### config.mk
export PLATFORM = sky130hd
export DESIGN_NAME = t1_alarm_monitor
export DESIGN_NICKNAME = d
export VERILOG_FILES = /design/src/rtl/t1_alarm_monitor.sv
export SDC_FILE = /design/constraint.sdc
export NUM_CORES = 1
export LEC_CHECK = 0
export BUFFER_PORTS_ARGS = -buffer_cell sky130_fd_sc_hd__buf_2
export CAP_MARGIN = 10
export CORE_MARGIN = 5
export CORE_UTILIZATION = 57
export CTS_BUF_LIST = sky130_fd_sc_hd__clkbuf_16
export CTS_CLUSTER_SIZE = 20
export DETAILED_ROUTE_END_ITERATION = 7
export GPL_TIMING_DRIVEN = 0
export PLACE_DENSITY_LB_ADDON = 0.08
export SYNTH_ARGS = -nofsm -noshare
export SYNTH_HDL_FRONTEND = slang
export SYNTH_SLANG_ARGS = --single-unit
### constraint.sdc
create_clock -name clk -period 2.9 [get_ports clk]
set_clock_uncertainty 0.2 [all_clocks]
set_input_delay 0.145 -clock clk [delete_from_list [all_inputs] [get_ports clk]]
set_output_delay 0.145 -clock clk [all_outputs]
set_load 0.01 [all_outputs]
### src/rtl/t1_alarm_monitor.sv
module t1_alarm_monitor #(
  parameter int CL_ZEROS   = 32,
  parameter int BLUE_ZEROS = 3,
  parameter int VC_W       = 8,
  parameter int EC_W       = 4
) (
  input  logic            clk,
  input  logic            rst_n,
  input  logic            rx_pos,
  input  logic            rx_neg,
  input  logic            fbit,
  input  logic            b8zs_en,
  input  logic            esf_mode,
  input  logic            ft_err,
  input  logic            fps_err,
  input  logic            crc_err,
  input  logic            wr_en,
  input  logic [1:0]      wr_sel,
  input  logic [VC_W-1:0] wr_data,
  output logic            carrier_loss,
  output logic            blue_alarm,
  output logic            b8zs_det,
  output logic            bpv,
  output logic            frame_err,
  output logic [VC_W-1:0] viol_cnt,
  output logic [EC_W-1:0] err_a_cnt,
  output logic [EC_W-1:0] err_b_cnt,
  output logic            viol_sat,
  output logic            err_sat
);
  localparam int ZW = $clog2(CL_ZEROS + 1);
  localparam int BW = $clog2(BLUE_ZEROS + 1);

  logic          mark, viol_now, code_word, ferr_now, emit;
  logic          have_mark, last_pol;
  logic [6:0]    hist;
  logic [3:0]    vflag;
  logic [ZW-1:0] zrun, zrun_nx;
  logic [BW-1:0] zc;
  logic          seen_f, prev_low, frame_low;

  assign mark     = rx_pos | rx_neg;
  assign viol_now = mark & have_mark & (rx_pos == last_pol);

  // hist[k] / vflag[k]: mark and violation of the bit sampled k+1 edges ago
  assign code_word = b8zs_en & (hist[6:4] == 3'b000)
                   & hist[3] & vflag[3]
                   & hist[2] & ~vflag[2]
                   & ~hist[1]
                   & hist[0] & vflag[0]
                   & mark & ~viol_now;

  assign emit = vflag[3] & ~code_word;

  always_ff @(posedge clk) begin
    if (!rst_n) begin
      hist      <= '0;
      vflag     <= '0;
      have_mark <= 1'b0;
      last_pol  <= 1'b0;
      bpv       <= 1'b0;
      b8zs_det  <= 1'b0;
    end else begin
      hist     <= {hist[5:0], mark};
      vflag    <= {vflag[2], vflag[1], vflag[0] & ~code_word, viol_now};
      bpv      <= emit;
      b8zs_det <= code_word;
      if (mark) begin
        have_mark <= 1'b1;
        last_pol  <= rx_pos;
      end
    end
  end

  assign zrun_nx = mark ? '0 :
                   (zrun == ZW'(CL_ZEROS)) ? zrun : zrun + ZW'(1);

  always_ff @(posedge clk) begin
    if (!rst_n) begin
      zrun         <= '0;
      carrier_loss <= 1'b0;
    end else begin
      zrun         <= zrun_nx;
      carrier_loss <= (zrun_nx == ZW'(CL_ZEROS));
    end
  end

  assign frame_low = (zc < BW'(BLUE_ZEROS));

  always_ff @(posedge clk) begin
    if (!rst_n) begin
      zc         <= '0;
      seen_f     <= 1'b0;
      prev_low   <= 1'b0;
      blue_alarm <= 1'b0;
    end else if (fbit) begin
      zc     <= '0;
      seen_f <= 1'b1;
      if (seen_f) begin
        prev_low   <= frame_low;
        blue_alarm <= frame_low & prev_low;
      end
    end else if (!mark && zc != BW'(BLUE_ZEROS)) begin
      zc <= zc + BW'(1);
    end
  end

  assign ferr_now = esf_mode ? fps_err : ft_err;

  always_ff @(posedge clk) begin
    if (!rst_n) frame_err <= 1'b0;
    else        frame_err <= ferr_now;
  end

  always_ff @(posedge clk) begin
    if (!rst_n)                          viol_cnt <= '0;
    else if (wr_en && wr_sel == 2'd0)    viol_cnt <= wr_data;
    else if (emit && !(&viol_cnt))       viol_cnt <= viol_cnt + VC_W'(1);
  end

  always_ff @(posedge clk) begin
    if (!rst_n)                          err_a_cnt <= '0;
    else if (wr_en && wr_sel == 2'd1)    err_a_cnt <= wr_data[EC_W-1:0];
    else if (ferr_now && !(&err_a_cnt))  err_a_cnt <= err_a_cnt + EC_W'(1);
  end

  always_ff @(posedge clk) begin
    if (!rst_n)                          err_b_cnt <= '0;
    else if (wr_en && wr_sel == 2'd2)    err_b_cnt <= wr_data[EC_W-1:0];
    else if (crc_err && !(&err_b_cnt))   err_b_cnt <= err_b_cnt + EC_W'(1);
  end

  assign viol_sat = &viol_cnt;
  assign err_sat  = (&err_a_cnt) | (&err_b_cnt);
endmodule

Word-level counts from Yosys, hierarchy flattened
Cells that the tools add are included.
{"block": "totals", "elab_cells": 80, "register_bits": 44, "out_inout_bits": 23, "input_bits": 21}
{"block": "op_classes", "n_addsub": 5, "magnitude_cmp": 1, "n_bitwise": 22, "n_mux": 9, "n_reduce_logical": 21, "n_eq_ne": 6}
{"op": "$mux W4", "n": 4}
{"op": "$mux W8", "n": 2}
{"op": "$and A1 B1 Y1", "n": 15}
{"op": "$eq A6 B6 Y1 const B", "n": 2}
{"op": "$mux W6", "n": 2}
{"op": "$add A4 B1 Y4 const B", "n": 2}
{"op": "$add A8 B1 Y8 const B", "n": 1}
{"op": "$reduce_and A4 Y1", "n": 2}
{"op": "$reduce_and A8 Y1", "n": 1}
{"op": "$logic_and A1 B1 Y1", "n": 7}
{"op": "$add A6 B1 Y6 const B", "n": 1}
{"op": "$reduce_bool A2 Y1", "n": 3}
{"op": "$not A1 Y1", "n": 5}
{"op": "$logic_not A1 Y1", "n": 4}
{"op": "$logic_not A3 Y1", "n": 1}
{"op": "$add A2 B1 Y2 const B", "n": 1}
{"op": "$eq A2 B1 Y1 const B", "n": 1}
{"op": "$eq A2 B2 Y1 const B", "n": 1}
{"op": "$logic_not A2 Y1", "n": 1}
{"op": "$lt A2 B2 Y1 const B", "n": 1}
{"op": "$ne A2 B2 Y1 const B", "n": 1}
{"op": "$or A1 B1 Y1", "n": 2}
{"op": "$reduce_and A2 Y1", "n": 1}
{"op": "$reduce_or A2 Y1", "n": 1}
{"op": "other kinds (2)", "n": 2}

Longest topological paths before layout
{"block": "logic_depth", "ltp_word": 16, "depth_mapped": 7, "ltp_nobuf": 7}

Worst setup path after synthesis
OpenSTA, ideal clock, no wires.
{"block": "synth_path", "kind": "reg-to-reg", "start": "register viol_cnt[0]", "end": "register viol_cnt[0]", "setup_ns": 0.074, "arrival_time_ns": 1.525, "stages_incl_launch_ff": 7, "required_time_ns": 2.626, "period_less_slack_ns": 1.800, "n_path_buf": 0, "path_slack_ns": 1.100, "path_cell_list": "dfxtp_1 -> ha_1 -> and3_1 -> nand3_1 -> inv_1 -> or3_1 -> a31oi_1"}
{"block": "synth_between", "elab_chain_cells": 4, "elab_cells_between_ends": 7, "classes_between": "add/sub (1); mux (2); reduce/logical (4)"}
{"item": "from (decl)", "line": "25", "source": "output logic [VC_W-1:0] viol_cnt,"}
{"item": "from (signal assigned)", "line": "117", "source": "else if (wr_en && wr_sel == 2'd0) viol_cnt <= wr_data;"}
{"item": "from (signal assigned)", "line": "118", "source": "else if (emit && !(&viol_cnt)) viol_cnt <= viol_cnt + VC_W'(1);"}
{"item": "$reduce_and A8 Y1"}
{"item": "net viol_sat", "line": "28", "source": "output logic viol_sat,"}
{"item": "$logic_not A1 Y1", "line": "118"}
{"item": "$logic_and A1 B1 Y1", "line": "118"}
{"item": "$reduce_bool A2 Y1 (no source line)"}
The timed path passes the listed nets, and every way through them passes these cells. The select of a mux whose other input is x is not followed.
A chain may end at the register's enable or synchronous reset.

Worst setup path in the final report
{"block": "layout_path", "start": "input rx_pos", "end": "register viol_cnt[5]"}
{"block": "layout_between", "elab_chain_cells": 9, "elab_cells_between_ends": 11, "classes_between": "eq/ne (1); bitwise (8); reduce/logical (2)"}
{"item": "from (decl)", "line": "9", "source": "input logic rx_pos,"}
{"item": "$or A1 B1 Y1", "line": "42", "source": "assign mark = rx_pos | rx_neg;"}
{"item": "$and A1 B1 Y1 (2 in series)", "line": "43", "source": "assign viol_now = mark & have_mark & (rx_pos == last_pol);"}
{"item": "$not A1 Y1", "line": "51", "source": "& mark & ~viol_now;"}
{"item": "$and A1 B1 Y1 *", "line": "51"}
{"item": "$not A1 Y1 *", "line": "53", "source": "assign emit = vflag[3] & ~code_word;"}
{"item": "$and A1 B1 Y1 *", "line": "53"}
{"item": "$logic_and A1 B1 Y1 *", "line": "118"}
{"item": "$reduce_bool A2 Y1 (no source line) *"}
Mark *: on every way between the ends. The rest lies on a longest branch, timed or not.

==> out/results.txt <==
GR Util met2 -> 0.334
register area -> 881 um^2
RSZ-0062 raised after global routing -> false
VDD IR-drop max -> 0.355 mV
final hold vios -> 0
GRT Max-Usage Layer -> met2
status -> completed
# Max-Cap Violations -> 0
worst hold slack -> 0.00591 ns
Tcrit/Tclk final -> 0.734
Final Max Slew Viols -> 0
Clock Path Buffers -> 2
Critical Path AT -> 2.10 ns
die extent in x -> 69.5 um
critical path's top delay family -> simple AND/OR/NAND/NOR gates
Post-Route WL -> 4540 um
Synth Warn # -> 0
Main synth FF type -> dfxtp_1
Clock Sinks -> 44
WS Path Type -> in -> reg
crit path max fanout -> 8
Worst-Margin Slew -> 0.609 ns
critical-path cell list -> dlygate4sd3_1 > buf_2 > nor2_2 > or4_4 > a21oi_2 > o21ai_0 > nor3b_1
average cell area after synthesis -> 8.91 um^2
Slowest-stage cell, CP -> dlygate4sd3_1
layout cells sized above 1 -> 0.197
Antenna Cells -> 0
DR vias/cell -> 5.44
Place WS -> 1.02 ns
Critical Path Sink Type -> register
worst setup margin -> 0.772 ns
register area share after synthesis -> 0.437
first-pass GRT wire length -> 8040 um
Fmax -> 0.470 GHz
crit-path max cell delay -> 0.53 ns
Inserted Clock Buffers -> 5
total grt overflow -> 0
Seq cells post-synth -> 44
DIE HEIGHT -> 69.5 um
number of synthesized flops with an enable pin -> 0
area of the multi-input gates -> 1080 um^2
Total Routing Usage GR -> 0.201
initial DRC count -> 62
Async SR Flop Fraction -> 0
WP data required -> 2.87 ns
final layout net count -> 315
setup TNS -> 0 ns
Buf/Inv on CP -> 2
Clock Pin Slew Worst Setup and Hold Paths -> 0.06 ns
M3 GR Usage -> 0.0536
I/O pins -> 44
FILL cells -> 275
Worst Hold Class -> in -> reg
reg2reg setup slack -> 0.99 ns
wire length per cell -> 13.6 um
Slew headroom -> 0.592
Mapped Cells -> 226
CTS tree -> yes
Yosys cell types -> 43
Final min period -> 2.13 ns
critical path launch point type -> input port
Row Count -> 21
largest net degree at the start of global routing -> 14
met1 usage -> 0.255
initial antenna violation count -> 0
Leak -> 1.09 nW
core area -> 3390 um^2
area delta synth->final -> 26.7%
Mapped Area -> 2010 um^2
CTS H-tree lvls -> 2
DR pass1 iterations -> 4
Root Buffer Master -> clkbuf_16
postcts setup bufs -> 0
Skew-Pair Late Insertion Delay -> 0.28 ns
Detail Route Antenna Nets -> 0
syn nets -> 253
Starting Density -> 0.594
power density over the cells -> 523 nW/um^2
die area -> 4820 um^2
Final Power -> 1.33 mW
dpl hpwl -> 3160 um
DR vias -> 1822
drc violations -> 0
gp weighted congestion -> 0.766
vias in the first global route -> 1799
final core utilization -> 0.753
Port Buffer Count -> 42
Final Setup Violations -> 0
==> through the flow <==
stage | cell area (um^2) | instances
finish | 2550 | 335
floorplan | 2010 | 226
CTS | 2550 | 335
global placement | 2280 | 314
detailed placement | 2280 | 314
global route | 2550 | 335
==> sequential cells by signal, summed over array words and instances, names as in the netlist <==
register and count:
hist 7, viol_cnt 8, err_b_cnt 4, seen_f 1, bpv 1, frame_err 1
zrun 6, carrier_loss 1, blue_alarm 1, b8zs_det 1, vflag 4, err_a_cnt 4
have_mark 1, last_pol 1, zc 2, prev_low 1
==> timing repair <==
item / 4_1_cts / 5_1_grt
endpoints found under the hold margin: 16 / 0
resized for setup: 0 / 0
hold buffers: 13 / 0
==> kinds of logic after synthesis <==
kind of cell	after synthesis	synth area share
flops	44	0.437
xor+xnor	12	0.0522
buf+inv	15	0.0280
compound gates	40	0.138
simple gates	105	0.288
fa+ha+maj	6	0.0373
mux	4	0.0199
==> worst min-delay path, cell delays in order <==
cell	delay [ns]
buf_2	0.09
o21ai_0	0.15
nor3b_1	0.05
==> report_power, final <==
part | switching (mW) | total, mW | internal [mW]
Combinational | 0.0742 | 0.143 | 0.0686
Sequential | 0.0233 | 0.654 | 0.631
Clock | 0.225 | 0.538 | 0.313
Total | 0.322 | 1.33 | 1.01
==> layer usage <==
metal,up-vias,routed length [um],part of all wire
li1,942,-,-
met1,841,2120,0.47
met2,31,2210,0.49
met3,8,151,0.033
met4,0,59,0.013
met5,-,0,0
==> Yosys cell counts (2+ instances only) <==
cell type | count | area [um^2]
and2_1 | 10 | 62.6
nand4_1 | 5 | 31.3
o21ai_0 | 9 | 45.0
a21oi_1 | 7 | 35.0
nand4b_1 | 2 | 17.5
inv_1 | 10 | 37.5
nor3b_1 | 3 | 22.5
dfxtp_1 | 44 | 881
nor3_1 | 6 | 30.0
a311oi_1 | 3 | 26.3
nand3b_1 | 2 | 15.0
o22ai_1 | 2 | 12.5
xnor2_1 | 5 | 43.8
mux2i_1 | 4 | 40.0
or3_1 | 5 | 31.3
nor2_1 | 25 | 93.8
clkbuf_1 | 5 | 18.8
nor4_1 | 3 | 18.8
nand3_1 | 14 | 70.1
and3_1 | 7 | 43.8
ha_1 | 6 | 75.1
a31oi_1 | 2 | 12.5
xor2_1 | 7 | 61.3
a211oi_1 | 8 | 60.1
nand2_1 | 14 | 52.6
==> worst paths after layout <==
kind | from | endpoint | cells after the start
worst max-delay path | rx_pos | viol_cnt[5] | 7
worst min-delay path | wr_data[7] | viol_cnt[7] | 3
worst max register to register | hist[6] | viol_cnt[5] | 5
worst min register to register | hist[1] | hist[2] | 1
==> area by class of cell <==
| type | count | share of cell area |
|---|---|---|
| Multi-Input combinational cell | 167 | 0.422 |
| Clock buffer | 5 | 0.0490 |
| Timing Repair Buffer | 55 | 0.133 |
| Tap cell | 46 | 0.0225 |
| Sequential cell | 44 | 0.345 |
| Clock inverter | 3 | 0.00588 |
| Buffer | 5 | 0.00735 |
| Inverter | 10 | 0.0147 |
==> placed cells by master, fill, tap and decap left out, drive strengths merged, types with 2 or more instances in the layout <==
cell type and count:
dfxtp 44, buf 42, nor2 26, nand3 14, nand2 14, dlygate4sd3 13, inv 11, and2 10
o21ai 10, clkbuf 10, a211oi 8, a21oi 8, and3 7, xor2 7, nor3 6, ha 6
nand4 5, or3 5, xnor2 5, mux2i 4, nor3b 4, nor4 4, a311oi 3, nand4b 2
o22ai 2, a31oi 2, nand3b 2
Note: power is estimated with default switching activity, not from simulation.
